<file path="config.mk">
export PLATFORM = sky130hd
export DESIGN_NAME = uart_baud_gen
export DESIGN_NICKNAME = d
export VERILOG_FILES = /design/src/rtl/baud_pkg.sv /design/src/rtl/baud_prescaler.sv /design/src/rtl/baud_frac_div.sv /design/src/rtl/baud_timer.sv /design/src/rtl/uart_baud_gen.sv
export SDC_FILE = /design/constraint.sdc
export NUM_CORES = 1
export LEC_CHECK = 0
export ABC_AREA = 1
export BUFFER_PORTS_ARGS = -buffer_cell sky130_fd_sc_hd__buf_2
export CAP_MARGIN = 20
export CORE_AREA = 2 2 58 60
export CTS_CLUSTER_SIZE = 25
export DETAILED_ROUTE_END_ITERATION = 8
export DIE_AREA = 0 0 60 62
export PLACE_DENSITY = 0.76
export SYNTH_ARGS = -nofsm -noshare
export SYNTH_HDL_FRONTEND = slang
export SYNTH_SLANG_ARGS = --single-unit
</file>
<file path="constraint.sdc">
create_clock -name clk_i -period 6.1 [get_ports clk_i]
set_clock_uncertainty 0.1 [all_clocks]
set_input_delay 0.61 -clock clk_i [delete_from_list [all_inputs] [get_ports clk_i]]
set_output_delay 0.61 -clock clk_i [all_outputs]
set_load 0.05 [all_outputs]
</file>
<file path="src/rtl/baud_pkg.sv">
package baud_pkg;
  localparam int unsigned SEL_W  = 3;
  localparam int unsigned ACC_W  = 8;
  localparam int unsigned TMR_W  = 8;
  localparam int unsigned PCNT_W = (1 << SEL_W) - 1;

  typedef enum logic {
    SRC_PRESC = 1'b0,
    SRC_FRAC  = 1'b1
  } evt_src_e;
endpackage

</file>
<file path="src/rtl/baud_prescaler.sv">
module baud_prescaler
  import baud_pkg::*;
#(
  parameter int unsigned SW = SEL_W,
  localparam int unsigned CW = (1 << SW) - 1
) (
  input  logic          clk_i,
  input  logic          rst_ni,
  input  logic [SW-1:0] sel_i,
  output logic          tick_o
);
  logic [CW-1:0] cnt_q;
  logic [CW-1:0] mask;

  for (genvar i = 0; i < CW; i++) begin : g_mask
    assign mask[i] = (SW'(i) < sel_i);
  end

  always_ff @(posedge clk_i or negedge rst_ni) begin
    if (!rst_ni) cnt_q <= '0;
    else         cnt_q <= cnt_q + 1'b1;
  end

  assign tick_o = &(cnt_q | ~mask);

  assert_presc_spacing_R2: assert property (@(posedge clk_i) disable iff (!rst_ni)
    (tick_o && sel_i != '0) |=> (!tick_o || sel_i != $past(sel_i)));
endmodule

</file>
<file path="src/rtl/baud_frac_div.sv">
module baud_frac_div
  import baud_pkg::*;
#(
  parameter int unsigned AW = ACC_W
) (
  input  logic          clk_i,
  input  logic          rst_ni,
  input  logic          en_i,
  input  logic          tick_i,
  input  logic [AW-1:0] step_i,
  output logic          carry_o
);
  logic [AW-1:0] acc_q;
  logic [AW:0]   sum;

  assign sum     = {1'b0, acc_q} + {1'b0, step_i};
  assign carry_o = en_i & tick_i & sum[AW];

  always_ff @(posedge clk_i or negedge rst_ni) begin
    if (!rst_ni)            acc_q <= '0;
    else if (en_i && tick_i) acc_q <= sum[AW-1:0];
  end

  assert_acc_hold_R10: assert property (@(posedge clk_i) disable iff (!rst_ni)
    !en_i |=> $stable(acc_q));
endmodule

</file>
<file path="src/rtl/baud_timer.sv">
module baud_timer
  import baud_pkg::*;
#(
  parameter int unsigned TW = TMR_W
) (
  input  logic          clk_i,
  input  logic          rst_ni,
  input  logic          evt_i,
  input  logic [TW-1:0] reload_i,
  output logic          tick_o
);
  logic [TW-1:0] cnt_q;
  logic          tick_q;
  logic          under;

  assign under = evt_i && (cnt_q == '0);

  always_ff @(posedge clk_i or negedge rst_ni) begin
    if (!rst_ni) begin
      cnt_q  <= '0;
      tick_q <= 1'b0;
    end else begin
      tick_q <= under;
      if (under)      cnt_q <= reload_i;
      else if (evt_i) cnt_q <= cnt_q - 1'b1;
    end
  end

  assign tick_o = tick_q;

  assert_freeze_R7: assert property (@(posedge clk_i) disable iff (!rst_ni)
    !evt_i |=> $stable(cnt_q));
  assert_reload_R3: assert property (@(posedge clk_i) disable iff (!rst_ni)
    tick_o |-> (cnt_q == $past(reload_i)));
  assert_decrement_R3: assert property (@(posedge clk_i) disable iff (!rst_ni)
    (evt_i && cnt_q != '0) |=> (cnt_q == $past(cnt_q) - 1'b1) && !tick_o);
endmodule

</file>
<file path="src/rtl/uart_baud_gen.sv">
module uart_baud_gen
  import baud_pkg::*;
(
  input  logic             clk_i,
  input  logic             rst_ni,
  input  logic             run_i,
  input  logic [SEL_W-1:0] presc_sel_i,
  input  logic             frac_en_i,
  input  logic             frac_mode_i,
  input  logic [ACC_W-1:0] step_i,
  input  logic [TMR_W-1:0] reload_i,
  input  logic             ovf_clr_i,
  output logic             baud_tick_o,
  output logic             frac_ovf_o
);
  logic     presc_tick;
  logic     frac_carry;
  logic     tmr_evt;
  logic     tmr_run;
  logic     ovf_q;
  evt_src_e src;

  baud_prescaler #(.SW(SEL_W)) u_presc (
    .clk_i (clk_i),
    .rst_ni(rst_ni),
    .sel_i (presc_sel_i),
    .tick_o(presc_tick)
  );

  baud_frac_div #(.AW(ACC_W)) u_frac (
    .clk_i  (clk_i),
    .rst_ni (rst_ni),
    .en_i   (frac_en_i),
    .tick_i (presc_tick),
    .step_i (step_i),
    .carry_o(frac_carry)
  );

  // normal-divider mode parks the timer and overrides run
  assign src     = frac_en_i ? SRC_FRAC : SRC_PRESC;
  assign tmr_run = run_i && !(frac_en_i && frac_mode_i);
  assign tmr_evt = tmr_run && ((src == SRC_FRAC) ? frac_carry : presc_tick);

  baud_timer #(.TW(TMR_W)) u_tmr (
    .clk_i   (clk_i),
    .rst_ni  (rst_ni),
    .evt_i   (tmr_evt),
    .reload_i(reload_i),
    .tick_o  (baud_tick_o)
  );

  always_ff @(posedge clk_i or negedge rst_ni) begin
    if (!rst_ni)         ovf_q <= 1'b0;
    else if (frac_carry) ovf_q <= 1'b1;
    else if (ovf_clr_i)  ovf_q <= 1'b0;
  end

  assign frac_ovf_o = ovf_q;

  assert_ovf_set_R9: assert property (@(posedge clk_i) disable iff (!rst_ni)
    frac_carry |=> frac_ovf_o);
  assert_no_carry_off_R10: assert property (@(posedge clk_i) disable iff (!rst_ni)
    (!frac_en_i && !frac_ovf_o && ovf_clr_i) |=> !frac_ovf_o);
  assert_nd_mode_hold_R6: assert property (@(posedge clk_i) disable iff (!rst_ni)
    (frac_en_i && frac_mode_i) |=> !baud_tick_o);
  assert_stopped_R7: assert property (@(posedge clk_i) disable iff (!rst_ni)
    !run_i |=> !baud_tick_o);
  assert_src_R4: assert property (@(posedge clk_i) disable iff (!rst_ni)
    (!frac_en_i && run_i && !presc_tick) |=> !baud_tick_o);
endmodule

</file>
==> results of run 1 <==
-- power groups by stage --
stage / logic [mW] / registers (mW) / clock network (mW)
after floorplan: 0.248 / 0.241 / 0
after global placement: 0.306 / 0.242 / 0
after detailed placement: 0.310 / 0.244 / 0
after CTS: 0.313 / 0.241 / 0.0737
after global routing: 0.364 / 0.248 / 0.0803
final: 0.311 / 0.241 / 0.0711
-- placed cells by master (no fill, tap or decap), drive strengths merged, types with 6 or more instances in the layout --
| cell type | Yosys | final |
|---|---|---|
| inv | 27 | 27 |
| nand2 | 77 | 77 |
| o21ai | 11 | 11 |
| nand4 | 6 | 6 |
| nand3 | 16 | 16 |
| buf | 2 | 26 |
| ha | 10 | 10 |
| nor2 | 18 | 18 |
| dfrtp | 25 | 25 |
| xor2 | 6 | 6 |
| a21oi | 8 | 8 |
-- registers in the layout, summed over array words and instances (netlist names) --
signal and flops:
u_tmr.tick_o 1, u_presc.cnt_q 7, u_frac.acc_q 8, u_tmr.cnt_q 8, frac_ovf_o 1
-- routing by layer --
layer | wire (um) | part of all wire [%] | global-route usage, %
met5 | 0 | 0 | 0
met4 | 18 | 0.61 | 2.86
met3 | 77 | 2.6 | 2.48
met2 | 1410 | 48 | 31.2
met1 | 1430 | 49 | 21.6
-- through the flow --
step | area (sq um) | instances | hold slack [ns] | utilization [%] | setup WS (ns)
floorplan | 1650 | 218 | 0.214 | - | 3.94
global placement | 1820 | 288 | 0.352 | 57.3 | 3.79
detailed placement | 1820 | 288 | 0.362 | 57.3 | 3.74
CTS | 1850 | 292 | 0.189 | 58.2 | 4.07
global route | 1850 | 292 | 0.203 | 58.2 | 3.93
finish | 1850 | 292 | 0.174 | 58.2 | 4.09
-- path summary, 6_finish.rpt --
path	from	endpoint	slack (ns)	cells after the start
worst max-delay path	step_i[0]	u_tmr.cnt_q[0]	4.09	13
worst min-delay path	rst_ni	u_tmr.cnt_q[2]	0.17	1
worst max register to register	u_frac.acc_q[0]	u_tmr.cnt_q[0]	4.09	12
worst min register to register	u_presc.cnt_q[0]	u_presc.cnt_q[0]	0.38	1
max in group asynchronous	rst_ni	u_presc.cnt_q[0]	5.36	1
min in group clk_i	ovf_clr_i	frac_ovf_o	0.37	2
-- area by class of cell --
class	count	area, sq um
fill	309	1330
multi-input combinational	164	908
sequential	25	626
timing repair buffer	26	130
inverter	27	101
tap	46	57.6
clock buffer	4	26.3
-- cell families (layout without fill, tap and decap cells) --
kind of cell / after synthesis / count (layout) / share of synthesized area, %
simple gates: 122 / 122 / 33.3
buf+inv: 29 / 57 / 7.12
xor+xnor: 10 / 10 / 5.30
flops: 25 / 25 / 37.9
fa+ha+maj: 11 / 11 / 8.79
compound gates: 21 / 21 / 7.58
==> implementation parameters, run 1 <==
Parameter                              Value

Clock tree
  Post-CTS Repair Setup Buffers    0
  Deepest level of the CTS H-tree    1
  Clock transition at the register clock pins on the worst setup and hold paths after CTS    0.13 ns
  Number of buffers created by CTS    3
  Source-to-sink clock delay at the later pin of the worst-skew pair    ~0.30 ns
  Clk root buf    sky130_fd_sc_hd__clkbuf_4
  Maximum buffer depth of the clock tree    2
  Gates resized, CTS repair    0
  CTS Hold Bufs    0
  CTS tree    yes
  Clock net sink count    25

Global routing
  Total Routing Usage GR    ~17%
  Global-route wire length before repair    between 4000 and 5000 um
  Number of global-route vias before repair    approximately 1200
  Remaining Overflow, GRT    0
  Largest net degree at the start of global routing    26
  Initial antenna violation count    0

Yosys
  Count of unique library cells instantiated by Yosys    28
  Synthesized area divided by synthesized cell count    ~7.6 sq um
  Most used standard cells in the synthesized netlist    sky130_fd_sc_hd__nand2_1 (72), sky130_fd_sc_hd__inv_1 (26), sky130_fd_sc_hd__dfrtp_1 (25), sky130_fd_sc_hd__nand3_1 (16), sky130_fd_sc_hd__nor2_1 (15)
  Largest cells by area after synthesis    sky130_fd_sc_hd__dfrtp_1 (38%), sky130_fd_sc_hd__nand2_1 (16%), sky130_fd_sc_hd__ha_1 (7.6%), sky130_fd_sc_hd__inv_1 (5.9%), sky130_fd_sc_hd__nand3_1 (4.8%)
  Most frequently used cell type in the post-synthesis netlist    sky130_fd_sc_hd__nand2_1
  Top FF cell, synth    sky130_fd_sc_hd__dfrtp_1
  Async set-reset flop share out of synthesis    between 90% and 100%
  Number of synthesis warnings    0
  Synthesized instance count    218
  Yosys reg bits    25
  Number of enable flip-flop cells after synthesis    0
  Post-Synthesis Net Count    approximately 250
  Fraction of post-synthesis cell area in the top cell type by area    37.9%
  Sequential share of the synthesized area    37.9%
  Most area-hungry cell type in the Yosys netlist    sky130_fd_sc_hd__dfrtp_1
  Cell area after synthesis    roughly 0.0017 sq mm

STA
  Measured slew at the worst slew-check pin    0.553 ns
  Final period utilization    33.0%
  Post-layout min period    roughly 2 ns
  Unrepaired setup endpoints after global routing    no
  Maximum frequency from static timing analysis    a little under 500 MHz
  Final hold viol count    0
  Worst slew slack as a fraction of its limit    63.1%
  Final setup viols    0
  Post-Route Setup TNS    0 ns
  Number of pins exceeding their max-slew limit in the final report    0

Setup path
  Critical path's top delay family    simple AND/OR/NAND/NOR gates
  Critical path buffer and inverter count    2
  Most common cell type on the critical path    sky130_fd_sc_hd__nand2_1
  Maximum single-stage delay on the critical path    slightly above 0.4 ns
  Critical path endpoint category    register
  Critical path type    in -> reg
  Data required time of the worst path    between 6 and 7 ns
  Data arrival, critical path    between 2 and 2.5 ns
  Largest fanout of any net on the critical path    12
  Startpoint kind of the worst setup timing path    primary input
  Critical-path cell list    buf_2 -> ha_1 -> fa_1 -> nand2_1 -> nand2_1 -> nand3_1 -> nand2_1 -> nand2_1 -> nand2_2 -> nand2_4 -> nand2_1 -> nand2_1 -> inv_1
  Library cell contributing the largest single delay on the critical path    sky130_fd_sc_hd__fa_1

Power
  Combinational Power Share    49.9%
  Leakage power    between 1 and 1.5 nW
  Total power after layout    0.623 mW
  Pwr Density    337 mW/mm^2
  Fraction of power consumed by the clock network    around 11%
  Total net switching power    between 0.2 and 0.3 mW
  Switching Fraction    between 40% and 50%
  Worst supply voltage drop on vdd    0.189 mV
  Sequential share of power    about two fifths
  Cell-internal power    ~0.36 mW

Die
  Die footprint    roughly 0.0037 sq mm
  Height of the die    62 um
  Site row count    21
  Core region area    about 0.0032 sq mm
  Starting utilization of the core area    between 50 and 60%
  Die Span X    60 um
  Number of top-level pins    27

Outcome
  Outcome    finished clean

Final layout
  Number of antenna repair diodes    0
  Total number of nets in the final design    between 200 and 300
  Share of cells above drive strength 1    about 17%
  Layout overhead on the synthesized area    12.0%

Placed design
  Port bufs    26
  Final HPWL from detailed placement    about 2400 um
  Weighted congestion at the end of routability-driven global placement    about 0.9

Routing
  Number of design rule violations left after detail routing    0
  First DRT Iteration DRCs    43
  Final antenna-violating net count    0
  Detail-routed via count per cell    roughly 4.7
  Wire length reported by the detailed router    2940 um
  Via Count    approximately 1400
  Pre-Repair DR Iteration Count    4
  Routed wirelength normalized by instance count    just over 10 um

Flow run
  Max Cap Viol    0

Worst hold path
  Path type of the worst min-delay path    in -> async
No activity file was read; power rests on OpenSTA's default activity.
==> run 2: changes to the inputs <==
==> constraint.sdc (replaced) <==
create_clock -name clk_i -period 1.9 [get_ports clk_i]
set_clock_uncertainty 0.1 [all_clocks]
set_input_delay 0.19 -clock clk_i [delete_from_list [all_inputs] [get_ports clk_i]]
set_output_delay 0.19 -clock clk_i [all_outputs]
set_load 0.05 [all_outputs]
==> implementation parameters, run 2 (synthesis results as in run 1) <==
Parameter                              Value

Outcome
  Outcome    finished clean

Routing
  Pre-Repair DR Iteration Count    4
  Routed length on met1    1480 um
  Wire length reported by the detailed router    ~3200 um
  Number of design rule violations left after detail routing    0
  Detail-routed via count per cell    4.74
  Max layer used    met4
  Routed wirelength normalized by instance count    between 10 and 15 um
  Final antenna-violating net count    0
  First DRT Iteration DRCs    between 60 and 70
  Met3 Routed Length    72 um
  Via Count    approximately 1400
  Wire length on met2    about 1600 um

Power
  Leakage power    between 1 and 1.5 nW
  Switching Fraction    between 40% and 50%
  Sequential share of power    a little under two fifths
  Fraction of power consumed by the clock network    10.9%
  Total net switching power    about 0.87 mW
  Worst supply voltage drop on vdd    0.609 mV
  Total power after layout    2.10 mW
  Pwr Density    ~1100 mW/mm^2
  Cell-internal power    ~1.2 mW
  Combinational Power Share    51.7%

Setup path
  Data required time of the worst path    2.01 ns
  Critical path type    reg -> reg
  Largest fanout of any net on the critical path    6
  Critical-path cell list    ha_4 -> fa_2 -> nand2_1 -> nand2_1 -> nand3_1 -> nand2_1 -> nand2_1 -> nand2_2 -> nand2_4 -> buf_4 -> o21ai_2
  Critical path endpoint category    register
  Startpoint kind of the worst setup timing path    register
  Maximum single-stage delay on the critical path    between 0.4 and 0.5 ns
  Data arrival, critical path    2.00 ns
  Most common cell type on the critical path    sky130_fd_sc_hd__nand2_1
  Library cell contributing the largest single delay on the critical path    sky130_fd_sc_hd__dfrtp_1

STA
  Final hold viol count    0
  Number of pins exceeding their max-slew limit in the final report    0
  Post-Route Setup TNS    0 ns
  Hold Worst Slack    0.0996 ns
  Post-layout min period    approximately 1.9 ns
  Maximum frequency from static timing analysis    about 530 MHz
  Final setup viols    0
  Measured slew at the worst slew-check pin    0.580 ns
  Unrepaired setup endpoints after global routing    yes
  Final period utilization    99.6%
  Worst slew slack as a fraction of its limit    61.4%

Clock tree
  Clock net sink count    25
  Maximum buffer depth of the clock tree    2
  Source-to-sink clock delay at the later pin of the worst-skew pair    0.31 ns
  CTS tree    yes
  Clock transition at the register clock pins on the worst setup and hold paths after CTS    about 0.13 ns
  Number of buffers created by CTS    3
  Deepest level of the CTS H-tree    1
  Clk root buf    sky130_fd_sc_hd__clkbuf_4

Final layout
  Total non-filler cell area in the finished layout    just under 0.002 sq mm
  Total area of sequential cells    ~630 sq um
  Multi-input combinational cell area    932 sq um
  Layout overhead on the synthesized area    18.6%
  Leading registers by flop count    u_frac.acc_q: 8 flops, u_tmr.cnt_q: 8 flops, u_presc.cnt_q: 7 flops
  Most used cells in the layout excluding fill and tap cells    sky130_fd_sc_hd__nand2_1 (71), sky130_fd_sc_hd__inv_1 (26), sky130_fd_sc_hd__buf_2 (26)
  Total number of nets in the final design    just under 300
  Number of antenna repair diodes    0
  Layout fillers    approximately 300
  Share of cells above drive strength 1    21.8%
  Final core utilization    approximately three fifths
  Most common cell after layout, fill and taps aside    sky130_fd_sc_hd__nand2_1

Die
  Die Span X    around 60 um
  Height of the die    a little over 60 um
  Site row count    21
  Starting utilization of the core area    51.9%
  Die footprint    roughly 0.0037 sq mm
  Number of top-level pins    27
  Core region area    0.00318 sq mm

Placed design
  Weighted congestion at the end of routability-driven global placement    between 0.8 and 0.9
  Placed Instance Area    0.00187 sq mm
  Port bufs    26
  Final HPWL from detailed placement    between 2000 and 3000 um

Global routing
  Remaining Overflow, GRT    0
  Global-route wire length before repair    5520 um
  Total Routing Usage GR    19.6%
  Number of global-route vias before repair    between 1000 and 1500
  Largest net degree at the start of global routing    26
  Initial antenna violation count    0

Flow run
  Max Cap Viol    0

Worst hold path
  Path type of the worst min-delay path    in -> reg
==> run 2: cell count changes in the layout (fill, tap and decap cells not counted), sizes merged <==
cell         before  now
nand2            77   78
clkinv            0    1
buf              26   34
dlygate4sd3       0    2
clkbuf            4    3
==> run 2: worst paths after layout <==
path / startpoint / endpoint / slack [ns] / cells after the start
worst min register to register: u_presc.cnt_q[0] / u_presc.cnt_q[0] / 0.37 / 1
max in group asynchronous: rst_ni / u_tmr.cnt_q[4] / 1.02 / 2
min in group asynchronous: rst_ni / u_frac.acc_q[7] / 0.29 / 2
worst max register to register: u_frac.acc_q[0] / u_tmr.cnt_q[2] / 0.008 / 11
worst max-delay path: u_frac.acc_q[0] / u_tmr.cnt_q[2] / 0.008 / 11
worst min-delay path: reload_i[0] / u_tmr.cnt_q[0] / 0.1 / 5
==> run 2: repair_timing <==
action / 4_1_cts / 5_1_grt
endpoints found under the hold margin: 26 / 0
setup buffers: 2 / 0
pin swaps: 1 / 5
gates cloned: 1 / 0
resized for setup: 2 / 3
setup endpoints to repair: 1 / 10
hold buffers: 2 / 0
==> run 2: final cells by class <==
cell class                 count  share of cell area [%]
multi-input combinational    165                    47.6
clock buffer                   3                    1.15
clock inverter                 1                   0.256
sequential                    25                    31.9
inverter                      27                    5.18
tap                           46                    2.94
timing repair buffer          36                    10.9
==> run 2: worst max-delay path: cells and delay by family (launching register included) <==
| family | cells | cell delay [ns] |
|---|---|---|
| buf+inv | 1 | 0.12 |
| compound gates | 1 | 0.04 |
| simple gates | 7 | 0.58 |
| fa+ha+maj | 2 | 0.52 |
| flops | 1 | 0.43 |
==> run 2: metal layers <==
| layer | global-route usage [%] | vias to the layer above |
|---|---|---|
| li1 | - | 769 |
| met1 | 25.5 | 648 |
| met2 | 34.9 | 17 |
| met3 | 2.69 | 2 |
| met4 | 4.76 | 0 |
| met5 | 0 | - |
==> run 2: power groups by stage <==
| stage | registers [mW] | clock network [mW] | logic (mW) |
|---|---|---|---|
| floorplan | 0.776 | 0 | 0.797 |
| global placement | 0.788 | 0 | 1.04 |
| detailed placement | 0.789 | 0 | 1.06 |
| CTS | 0.779 | 0.244 | 1.08 |
| global route | 0.803 | 0.254 | 1.26 |
| finish | 0.783 | 0.230 | 1.09 |
==> run 2: stage by stage <==
step | setup WS (ns) | cells
3_5_place_dp | -0.0227 | 294
4_1_cts | 0.0167 | 303
6_report | 0.00772 | 303
3_3_place_gp | 0.0630 | 294
5_1_grt | -0.126 | 303
2_1_floorplan | 0.0472 | 218
